`src/rtl/ttm_pkg.sv`:
```
package ttm_pkg;
  localparam int unsigned NUM_CH   = 3;
  localparam int unsigned CNT_W    = 16;
  localparam int unsigned BYTE_W   = 8;
  localparam int unsigned ADDR_W   = 3;
  localparam int unsigned PRESCALE = 10;

  // control byte bit positions
  localparam int unsigned C_HOLD  = 0;
  localparam int unsigned C_INTCK = 1;
  localparam int unsigned C_DUAL  = 2;
  localparam int unsigned C_NOLD  = 4;
  localparam int unsigned C_IEN   = 6;

  typedef logic [BYTE_W-1:0] byte_t;
  typedef logic [CNT_W-1:0]  cnt_t;
endpackage

```
`src/rtl/ttm_tick_gen.sv`:
```
module ttm_tick_gen #(
  parameter int unsigned DIV = 10
) (
  input  logic clk_i,
  input  logic rst_ni,
  output logic tick_o
);
  localparam int unsigned PW = (DIV > 1) ? $clog2(DIV) : 1;
  localparam logic [PW-1:0] LAST = PW'(DIV - 1);

  logic [PW-1:0] cnt_q;

  always_ff @(posedge clk_i or negedge rst_ni) begin
    if (!rst_ni)           cnt_q <= '0;
    else if (cnt_q == LAST) cnt_q <= '0;
    else                   cnt_q <= cnt_q + 1'b1;
  end

  assign tick_o = (cnt_q == LAST);

  a_r3_tick_gap: assert property (@(posedge clk_i) disable iff (!rst_ni)
    (tick_o && DIV > 1) |=> !tick_o);
endmodule

```
`src/rtl/ttm_channel.sv`:
```
module ttm_channel #(
  parameter int unsigned W = 16
) (
  input  logic         clk_i,
  input  logic         rst_ni,
  input  logic         tick_i,
  input  logic         halt_i,
  input  logic         dual_i,
  input  logic         load_i,
  input  logic [W-1:0] load_val_i,
  input  logic [W-1:0] latch_i,
  output logic [W-1:0] count_o,
  output logic         expire_o
);
  localparam int unsigned H = W / 2;

  logic [W-1:0] cnt_q, cnt_d;
  logic         step;

  assign step = tick_i && !halt_i && !load_i;

  always_comb begin
    cnt_d    = cnt_q;
    expire_o = 1'b0;
    if (load_i) begin
      cnt_d = load_val_i;
    end else if (step) begin
      if (dual_i) begin
        if (cnt_q[H-1:0] == '0) begin
          cnt_d[H-1:0] = latch_i[H-1:0];
          if (cnt_q[W-1:H] == '0) begin
            cnt_d[W-1:H] = latch_i[W-1:H];
            expire_o     = 1'b1;
          end else begin
            cnt_d[W-1:H] = cnt_q[W-1:H] - 1'b1;
          end
        end else begin
          cnt_d[H-1:0] = cnt_q[H-1:0] - 1'b1;
        end
      end else if (cnt_q == '0) begin
        cnt_d    = latch_i;
        expire_o = 1'b1;
      end else begin
        cnt_d = cnt_q - 1'b1;
      end
    end
  end

  always_ff @(posedge clk_i or negedge rst_ni) begin
    if (!rst_ni) cnt_q <= '1;
    else         cnt_q <= cnt_d;
  end

  assign count_o = cnt_q;

  a_r5_word_wrap: assert property (@(posedge clk_i) disable iff (!rst_ni)
    (!dual_i && tick_i && !halt_i && !load_i && count_o == '0) |=> count_o == $past(latch_i));

  a_r4_low_wrap: assert property (@(posedge clk_i) disable iff (!rst_ni)
    (dual_i && tick_i && !halt_i && !load_i && count_o[H-1:0] == '0)
      |=> count_o[H-1:0] == $past(latch_i[H-1:0]));

  a_r7_hold_still: assert property (@(posedge clk_i) disable iff (!rst_ni)
    ((halt_i || !tick_i) && !load_i) |=> $stable(count_o));
endmodule

```
`src/rtl/tri_interval_timer.sv`:
```
module tri_interval_timer
  import ttm_pkg::*;
#(
  parameter int unsigned DIV = PRESCALE
) (
  input  logic              clk_i,
  input  logic              rst_ni,
  input  logic              wr_en_i,
  input  logic              rd_en_i,
  input  logic [ADDR_W-1:0] addr_i,
  input  logic [BYTE_W-1:0] wdata_i,
  output logic [BYTE_W-1:0] rdata_o,
  input  logic [NUM_CH-1:0] ext_tick_i,
  output logic              irq_o
);
  byte_t ctrl_q [NUM_CH];
  cnt_t  latch_q [NUM_CH];
  cnt_t  count [NUM_CH];
  cnt_t  load_val [NUM_CH];
  byte_t msb_q, lsb_q;
  logic [NUM_CH-1:0] flag_q, flag_d, seen_q, seen_d;
  logic [NUM_CH-1:0] expire, load, lat_wr, cnt_rd, ctl_wr, ien;
  logic [NUM_CH-1:0] ch_tick;
  logic int_tick, st_rd, gr_chg, gr_rel;
  logic [1:0] ctl_sel;

  ttm_tick_gen #(.DIV(DIV)) u_tick (
    .clk_i (clk_i),
    .rst_ni(rst_ni),
    .tick_o(int_tick)
  );

  // offset 0 is shared between channel 0 and channel 2 control
  assign ctl_sel = (addr_i == 3'd1) ? 2'd1 : (ctrl_q[1][0] ? 2'd0 : 2'd2);
  assign st_rd   = rd_en_i && (addr_i == 3'd1);
  assign gr_chg  = ctl_wr[0] && (wdata_i[C_HOLD] != ctrl_q[0][C_HOLD]);
  assign gr_rel  = gr_chg && !wdata_i[C_HOLD];

  always_comb begin
    for (int i = 0; i < NUM_CH; i++) begin
      ctl_wr[i] = wr_en_i && (addr_i <= 3'd1) && (ctl_sel == 2'(i));
      lat_wr[i] = wr_en_i && (addr_i == 3'(2 * i + 3));
      cnt_rd[i] = rd_en_i && (addr_i == 3'(2 * i + 2));
      ien[i]    = ctrl_q[i][C_IEN];
      ch_tick[i] = ctrl_q[i][C_INTCK] ? int_tick : ext_tick_i[i];
      load[i]   = gr_rel
                || (ctl_wr[i] && (wdata_i[C_INTCK] != ctrl_q[i][C_INTCK]))
                || (lat_wr[i] && !ctrl_q[i][C_NOLD]);
      load_val[i] = lat_wr[i] ? {msb_q, wdata_i} : latch_q[i];
    end
  end

  generate
    for (genvar g = 0; g < NUM_CH; g++) begin : g_ch
      ttm_channel #(.W(CNT_W)) u_ch (
        .clk_i     (clk_i),
        .rst_ni    (rst_ni),
        .tick_i    (ch_tick[g]),
        .halt_i    (ctrl_q[0][C_HOLD]),
        .dual_i    (ctrl_q[g][C_DUAL]),
        .load_i    (load[g]),
        .load_val_i(load_val[g]),
        .latch_i   (latch_q[g]),
        .count_o   (count[g]),
        .expire_o  (expire[g])
      );

      always_ff @(posedge clk_i or negedge rst_ni) begin
        if (!rst_ni) begin
          ctrl_q[g]  <= '0;
          latch_q[g] <= '1;
        end else begin
          if (ctl_wr[g]) ctrl_q[g]  <= wdata_i;
          if (lat_wr[g]) latch_q[g] <= {msb_q, wdata_i};
        end
      end

      a_r6_latch_clear: assert property (@(posedge clk_i) disable iff (!rst_ni)
        (lat_wr[g] && !expire[g]) |=> !flag_q[g]);

      a_r10_unseen_keep: assert property (@(posedge clk_i) disable iff (!rst_ni)
        (cnt_rd[g] && flag_q[g] && !seen_q[g] && !lat_wr[g] && !gr_chg) |=> flag_q[g]);
    end
  endgenerate

  always_comb begin
    for (int i = 0; i < NUM_CH; i++) begin
      flag_d[i] = flag_q[i];
      if (lat_wr[i])              flag_d[i] = 1'b0;
      if (cnt_rd[i] && seen_q[i]) flag_d[i] = 1'b0;
      if (expire[i])              flag_d[i] = 1'b1;
      if (gr_chg)                 flag_d[i] = 1'b0;
      seen_d[i] = seen_q[i];
      if (st_rd)                  seen_d[i] = seen_q[i] | flag_q[i];
      if (expire[i])              seen_d[i] = 1'b0;
    end
  end

  always_ff @(posedge clk_i or negedge rst_ni) begin
    if (!rst_ni) begin
      flag_q <= '0;
      seen_q <= '0;
      msb_q  <= '0;
      lsb_q  <= '0;
    end else begin
      flag_q <= flag_d;
      seen_q <= seen_d;
      if (wr_en_i && addr_i[0] == 1'b0 && addr_i != 3'd0) msb_q <= wdata_i;
      for (int i = 0; i < NUM_CH; i++)
        if (cnt_rd[i]) lsb_q <= count[i][BYTE_W-1:0];
    end
  end

  assign irq_o = |(flag_q & ien);

  always_comb begin
    unique case (addr_i)
      3'd0:    rdata_o = '0;
      3'd1:    rdata_o = {irq_o, 4'b0, flag_q};
      3'd2:    rdata_o = count[0][CNT_W-1:BYTE_W];
      3'd4:    rdata_o = count[1][CNT_W-1:BYTE_W];
      3'd6:    rdata_o = count[2][CNT_W-1:BYTE_W];
      default: rdata_o = lsb_q;
    endcase
  end

  a_r7_hold_clears: assert property (@(posedge clk_i) disable iff (!rst_ni)
    gr_chg |=> (flag_q == '0));

  a_r10_seen_clear: assert property (@(posedge clk_i) disable iff (!rst_ni)
    (|(expire & seen_q)) |=> (|(~seen_q & $past(expire))));
endmodule

```
`config.mk`:
```
export PLATFORM = sky130hd
export DESIGN_NAME = tri_interval_timer
export DESIGN_NICKNAME = d
export VERILOG_FILES = /design/src/rtl/ttm_pkg.sv /design/src/rtl/ttm_tick_gen.sv /design/src/rtl/ttm_channel.sv /design/src/rtl/tri_interval_timer.sv
export SDC_FILE = /design/constraint.sdc
export NUM_CORES = 1
export LEC_CHECK = 0
export BUFFER_PORTS_ARGS = -buffer_cell sky130_fd_sc_hd__buf_2
export CELL_PAD_IN_SITES_DETAIL_PLACEMENT = 2
export CELL_PAD_IN_SITES_GLOBAL_PLACEMENT = 2
export CORE_MARGIN = 10
export CORE_UTILIZATION = 30
export CTS_BUF_LIST = sky130_fd_sc_hd__clkbuf_16
export CTS_CLUSTER_DIAMETER = 80
export DETAILED_ROUTE_END_ITERATION = 12
export PLACE_DENSITY = 0.62
export SETUP_SLACK_MARGIN = 0.02
export SYNTH_ARGS = -nofsm -noshare
export SYNTH_HDL_FRONTEND = slang
export SYNTH_HIERARCHICAL = 1
export SYNTH_SLANG_ARGS = --single-unit
```
`constraint.sdc`:
```
create_clock -name clk_i -period 4 [get_ports clk_i]
set_input_delay 1.2 -clock clk_i [delete_from_list [all_inputs] [get_ports clk_i]]
set_output_delay 1.2 -clock clk_i [all_outputs]
set_load 0.01 [all_outputs]
```
==> metrics.md, run 1 <==
| Metric | Value |
|---|---|
| Status | finished clean |
| Period utilisation layout | around 95% |
| Post-synth EDFFs | 0 |
| Total gr overflow | 0 |
| Row cnt | 63 |
| Power per cell area | 701 mW/mm^2 |
| Worst rel slew slack | between 10% and 20% |
| Horizontal die dimension | 193 um |
| Net count after synthesis | 930 |
| Clock slew at reported path FFs | 0.07 ns |
| Ant diodes | 0 |
| Core Region | 0.0296 sq mm |
| Final Hold Slack | around 0.50 ns |
| Minimum clock period | around 3.8 ns |
| FF+latch count, synth | 136 |
| CTS tree | done |
| Die area | 0.0372 sq mm |
| Area contributors post-synth | dfstp_2, dfrtp_1, mux2_2, mux2_4, o21ai_0 |
| LEAKAGE | 3.87 nW |
| Highest Clock Rate | 0.264 GHz |
| Post-synth top flop | dfstp_2 |
| Worst EP arrival | between 2 and 3 ns |
| Crit. End Element | output port |
| Slew Limit Fails | 0 |
| Hold Vio Cnt, Final | 0 |
| Yosys top cell by area | dfstp_2 |
| Avg Inst Size Synth | between 9 and 10 sq um |
| Maximum buffer depth of the clock tree | 2 |
| Post-CTS Setup Bufs | 0 |
| Worst hold path type | flip-flop to flip-flop |
| Worst Path Max Fanout | 17 |
| DRT Wirelength | around 34000 um |
| Initial Util | between 30% and 40% |
| Initial antenna violation count | 1 |
| VDD IR-drop max | approximately 0.38 mV |
| # hold bufs at CTS | 0 |
| Setup Viol. Count Final | 0 |
| Clock Tree Root | clkbuf_16 |
| Hpwl dp | between 20000 and 25000 um |
| RSZ-0062 raised after global routing | false |
| Count leader, synth | dfstp_2 |
| Post-Layout Cell Count | 1317 |
| Post-Syn Instances | 903 |
| Asr flop ratio synth | 100% |
| # DRC | 0 |
| Sequential element share of the synthesized area | just under 40% |
| Post-CTS sizing | 0 |
| CTS H-tree depth | 4 |
| Chip height | 193 um |
| Yosys warns | 6 |
| GPL Wtd Cong | around 0.86 |
| Placed insts | 1285 |
| Total GRT Usage | between 10% and 20% |
| 1st-iter DRT viols | between 500 and 600 |
| Finished Core Util | about a third |
| Setup crit start kind | input pin |
| Fraction of final layout cells with drive strength greater than 1 | about a third |
| Total negative slack | 0 ns |
| Layout net count | 941 |
| I/O Buffers | 26 |
| First-pass GRT wire length | 53400 um |
| Skew-Pair Late Insertion Delay | 0.44 ns |
| Post-Synthesis Cell Area | about 0.0090 sq mm |
| Vias | 7575 |
| WS Path Type | input pin to output port |
| Post-synth top cells | dfstp_2, nor2_1, mux2_2, o21ai_0, nand2_1 |
| # clock sinks | 136 |
| Total iterations of the first detailed-routing run | 4 |
| Yosys top cell area share | roughly 28% |
| I/O pin count | 27 |
| P&R area growth vs syn | 12.2% |
| Post-synth cell types | 78 |
| Largest net degree at the start of global routing | 60 |
| Worst-Margin Slew | 1.27 ns |
| Vias/cell | around 5.8 |
| CTS Buf Count | 17 |
| Req. time, crit path | 2.80 ns |
| Final ANT Viol Nets | 0 |
| Vias in the first global route | 8377 |
| Drt wl/cell | ~26 um |
| Setup Skew | approximately 0.0088 ns |
| Max-cap violations | 0 |
routing by layer:
layer / global-route usage, % / wire length, um / up-vias
met5: 0 / 0 / -
met4: 5.98 / 662 / 0
met3: 2.46 / 788 / 26
met2: 30.5 / 16100 / 104
met1: 25.6 / 16500 / 4013
li1: - / - / 3432
cell families after synthesis:
logic type | share of synthesized area, %
AOI/OAI and AO/OA | 20.6
xor gates and xnor gates | 2.93
adders and majority gates | 1.26
buffers and inverters | 5.13
DFF | 39.3
muxes | 12.5
and+or+nand+nor | 18.4
final timing paths:
check | from | endpoint | slack [ns] | cells after the start
worst min register to register | seen_q[1]$_DFFE_PN0P_ | seen_q[1]$_DFFE_PN0P_ | 0.50 | 2
max in group asynchronous | rst_ni | g_ch[1].u_ch/count_o[11]$_DFFE_PN1P_ | 2.51 | 2
min in group asynchronous | rst_ni | lsb_q[4]$_DFFE_PN0P_ | 0.77 | 1
worst min-delay path | seen_q[1]$_DFFE_PN0P_ | seen_q[1]$_DFFE_PN0P_ | 0.50 | 2
worst max register to register | g_ch[2].u_ch/count_o[8]$_DFFE_PN1P_ | g_ch[2].u_ch/count_o[7]$_DFFE_PN1P_ | 1.05 | 8
worst max-delay path | addr_i[1] | rdata_o[1] | 0.21 | 5
worst max-delay path: stages:
cell and delay [ns]:
buf_2 0.32, mux2_2 0.38, a221oi_1 0.32, a21oi_1 0.17, buf_2 0.19
layout by cell type (no fill, tap or decap), types with 10 or more instances in the layout:
cell and n:
dfstp_2 96, nor2_1 58, mux2_2 54, o21ai_0 54, nand2_1 49, a21oi_1 44, dfrtp_1 40, nor3_1 28
mux2_4 26, buf_4 26, buf_2 25, inv_1 23, o31ai_1 21, xor2_1 18, clkbuf_16 17, o22ai_1 16
a31oi_1 16, nand2b_1 15, nand3_1 14, o211ai_1 14, a211o_1 14, nor4_1 13, or3_1 12, mux2i_1 12
xnor2_1 12, a21o_1 12, o21a_1 11, or4_1 11, nand4_1 11, or2_2 10, nor3b_1 10
per-stage QoR:
stage          area [sq um]  total power [mW]  worst slack (ns)
3_3_place_gp           9460              5.32             0.286
6_report              10100              7.05             0.208
2_1_floorplan          8970              4.39             0.728
4_1_cts               10100              7.12             0.224
5_1_grt               10100              7.53             0.113
3_5_place_dp           9460              5.38             0.273
power breakdown:
group,switching (mW),internal (mW),total (mW)
Clock,0.733,0.948,1.68
Combinational,1.24,1.07,2.31
Sequential,0.930,2.13,3.06
sequential cells by signal, indices dropped and copies added (netlist names):
signal,cells
ctrl_q,14
flag_q,3
g_ch.u_ch/count_o,48
latch_q,48
lsb_q,8
msb_q,8
seen_q,3
u_tick/cnt_q,4
final cells by class:
class / instances / area [sq um]
tap: 390 / 488
timing repair buffer: 54 / 372
multi-input combinational: 682 / 4990
sequential: 136 / 3520
clock inverter: 15 / 180
fill: 3248 / 19500
inverter: 23 / 86.3
clock buffer: 17 / 425
Power figures use the tool's default switching activity.
==> run 2, diff against run 1 <==
--- a/config.mk
+++ b/config.mk
@@ -9,11 +9,11 @@
 export CELL_PAD_IN_SITES_DETAIL_PLACEMENT = 2
 export CELL_PAD_IN_SITES_GLOBAL_PLACEMENT = 2
 export CORE_MARGIN = 10
-export CORE_UTILIZATION = 30
+export CORE_UTILIZATION = 38
 export CTS_BUF_LIST = sky130_fd_sc_hd__clkbuf_16
 export CTS_CLUSTER_DIAMETER = 80
 export DETAILED_ROUTE_END_ITERATION = 12
-export PLACE_DENSITY = 0.62
+export PLACE_DENSITY = 0.79
 export SETUP_SLACK_MARGIN = 0.02
 export SYNTH_ARGS = -nofsm -noshare
 export SYNTH_HDL_FRONTEND = slang
==> constraint.sdc (replaced) <==
create_clock -name clk_i -period 3.2 [get_ports clk_i]
set_input_delay 0.96 -clock clk_i [delete_from_list [all_inputs] [get_ports clk_i]]
set_output_delay 0.96 -clock clk_i [all_outputs]
set_load 0.01 [all_outputs]
==> metrics.md, run 2 (synthesis results as in run 1) <==
| Metric | Value |
|---|---|
| Multi-input combinational cell area | 0.00499 sq mm (about the same) |
| 1st-iter DRT viols | 638 (+18%) |
| Setup Viol. Count Final | 0 (unchanged) |
| # DRC | 0 (unchanged) |
| Req. time, crit path | 2.24 ns (-0.56 ns) |
| Setup crit start kind | input pin |
| Period utilisation layout | 97.9% |
| Power per cell area | 895 mW/mm^2 (+28%) |
| Skew-Pair Late Insertion Delay | 0.44 ns (about the same) |
| CTS Buf Count | 17 (unchanged) |
| CTS H-tree depth | 4 (unchanged) |
| GPL Wtd Cong | 0.938 (+9.0%) |
| Initial antenna violation count | 1 (unchanged) |
| Vias/cell | 6.27 (+9.0%) |
| Hold Vio Cnt, Final | 0 (unchanged) |
| Setup Skew | 0.0131 ns (+0.00429 ns) |
| Clock slew at reported path FFs | 0.07 ns (about the same) |
| Vias | 7894 (+4.2%) |
| Final ANT Viol Nets | 0 (unchanged) |
| Worst rel slew slack | 30.2% (+16 points) |
| Hold path startpoint | u_tick/cnt_q[2]$_DFF_PN0_ |
| CTS tree | done |
| Fill cells | 2472 (-24%) |
| Core Region | 0.0233 sq mm (-21%) |
| Status | finished clean |
| # hold bufs at CTS | 0 (unchanged) |
| DRT Wirelength | 35400 um (+3.9%) |
| Most frequent cells in the layout | dfstp_2, nor2_1, mux2_2, o21ai_0, nand2_1 |
| First-pass GRT wire length | 55500 um (+3.9%) |
| Vias in the first global route | 8773 (+4.7%) |
| Horizontal die dimension | 174 um (-10%) |
| Highest Clock Rate | 0.319 GHz |
| Worst Path Max Fanout | 11 (-6) |
| # clock sinks | 136 (unchanged) |
| Maximum buffer depth of the clock tree | 2 (unchanged) |
| Die area | 0.0302 sq mm (-19%) |
| Crit. End Element | output port |
| R2R Setup Slk | 0.38 ns (-0.67 ns) |
| Clock Tree Root | clkbuf_16 |
| Max-cap violations | 0 (unchanged) |
| Minimum clock period | roughly 3.1 ns |
| Final Hold Slack | 0.523 ns (+0.0180 ns) |
| Hold-critical path depth | 1 (-1) |
| Fraction of final layout cells with drive strength greater than 1 | 33.3% (+1.2 points) |
| Layout net count | 953 (+1.3%) |
| Slew Limit Fails | 0 (unchanged) |
| Commonest non-fill, non-tap cell in the layout | dfstp_2 |
| Total gr overflow | 0 (unchanged) |
| P&R area growth vs syn | 12.7% |
| RSZ-0062 raised after global routing | false |
| Largest net degree at the start of global routing | 70 (+17%) |
| Worst-Margin Slew | 1.04 ns (-0.235 ns) |
| Chip height | 174 um (-10%) |
| Total iterations of the first detailed-routing run | 5 (+1) |
| Drt wl/cell | 28.1 um (+8.7%) |
| Initial Util | 38.4% (+8.1 points) |
| WS Path Type | input pin to output port |
| Hpwl dp | 24300 um (-0.86%) |
| R2R cell count | 8 (unchanged) |
| Worst EP arrival | 2.17 ns (-0.42 ns) |
| I/O Buffers | 26 (unchanged) |
| LEAKAGE | 3.94 nW (+1.9%) |
| Total GRT Usage | 23.4% (+4.5 points) |
| Worst hold path type | flip-flop to flip-flop |
| I/O pin count | 27 (unchanged) |
| VDD IR-drop max | 0.355 mV (-7.4%) |
| Row cnt | 56 (-11%) |
| Total negative slack | 0 ns (unchanged) |
| Worst r2r src | u_tick/cnt_q[2]$_DFF_PN0_ |
| Register Area | 0.00352 sq mm (unchanged) |
| CP Launch Point | addr_i[1] |
## run 2: metal layers
metal / routed length, um / global-route usage, % / vias up / share of wire [%]
li1: - / - / 3455 / -
met4: 1370 / 10.8 / 2 / 3.9
met3: 1910 / 4.64 / 74 / 5.4
met5: 13 / 0 / - / 0.037
met2: 16800 / 38.0 / 236 / 47
met1: 15300 / 29.4 / 4127 / 43
## run 2: critical path, stage by stage
cell and delay (ns):
buf_2 0.26, mux2_2 0.38, a221oi_1 0.30, a21oi_1 0.10, buf_2 0.17
## run 2: path summary, 6_finish.rpt
check / to
worst max-delay path: rdata_o[1]
worst min-delay path: u_tick/cnt_q[2]$_DFF_PN0_
worst max register to register: g_ch[1].u_ch/count_o[15]$_DFFE_PN1P_
worst min register to register: u_tick/cnt_q[2]$_DFF_PN0_
max in group asynchronous: g_ch[0].u_ch/count_o[12]$_DFFE_PN1P_
min in group asynchronous: u_tick/cnt_q[3]$_DFF_PN0_
## run 2: report_power, final
| part | internal [mW] | switching, mW |
|---|---|---|
| sequential | 2.66 | 1.19 |
| clock | 1.26 | 0.915 |
| combinational | 1.36 | 1.66 |
| total | 5.29 | 3.76 |
## run 2: stage by stage
stage	setup WS [ns]	total power, mW	instance area (sq um)	utilization, %	instances
3_5_place_dp	0.0249	6.71	9450	40.5	1224
3_3_place_gp	0.130	6.54	9450	40.5	1224
2_1_floorplan	0.362	5.48	8970	-	903
5_1_grt	0.0376	9.56	10100	43.3	1258
4_1_cts	0.0229	9.03	10100	43.2	1256
6_report	0.0677	9.05	10100	43.3	1259
## run 2: layout make-up
class | count | area share (%)
clock inverter | 15 | 1.98
timing repair buffer | 66 | 4.78
inverter | 23 | 0.891
antenna | 1 | 0.0247
tap | 319 | 3.95
sequential | 136 | 34.8
clock buffer | 17 | 4.21
multi-input combinational | 682 | 49.3
## run 2: what timing repair did
action                                  4_1_cts  5_1_grt
gates cloned                                  0        0
hold endpoints to repair                      0        0
setup buffers                                 0        2
resized for setup                             1        4
endpoints found under the setup margin        1        5
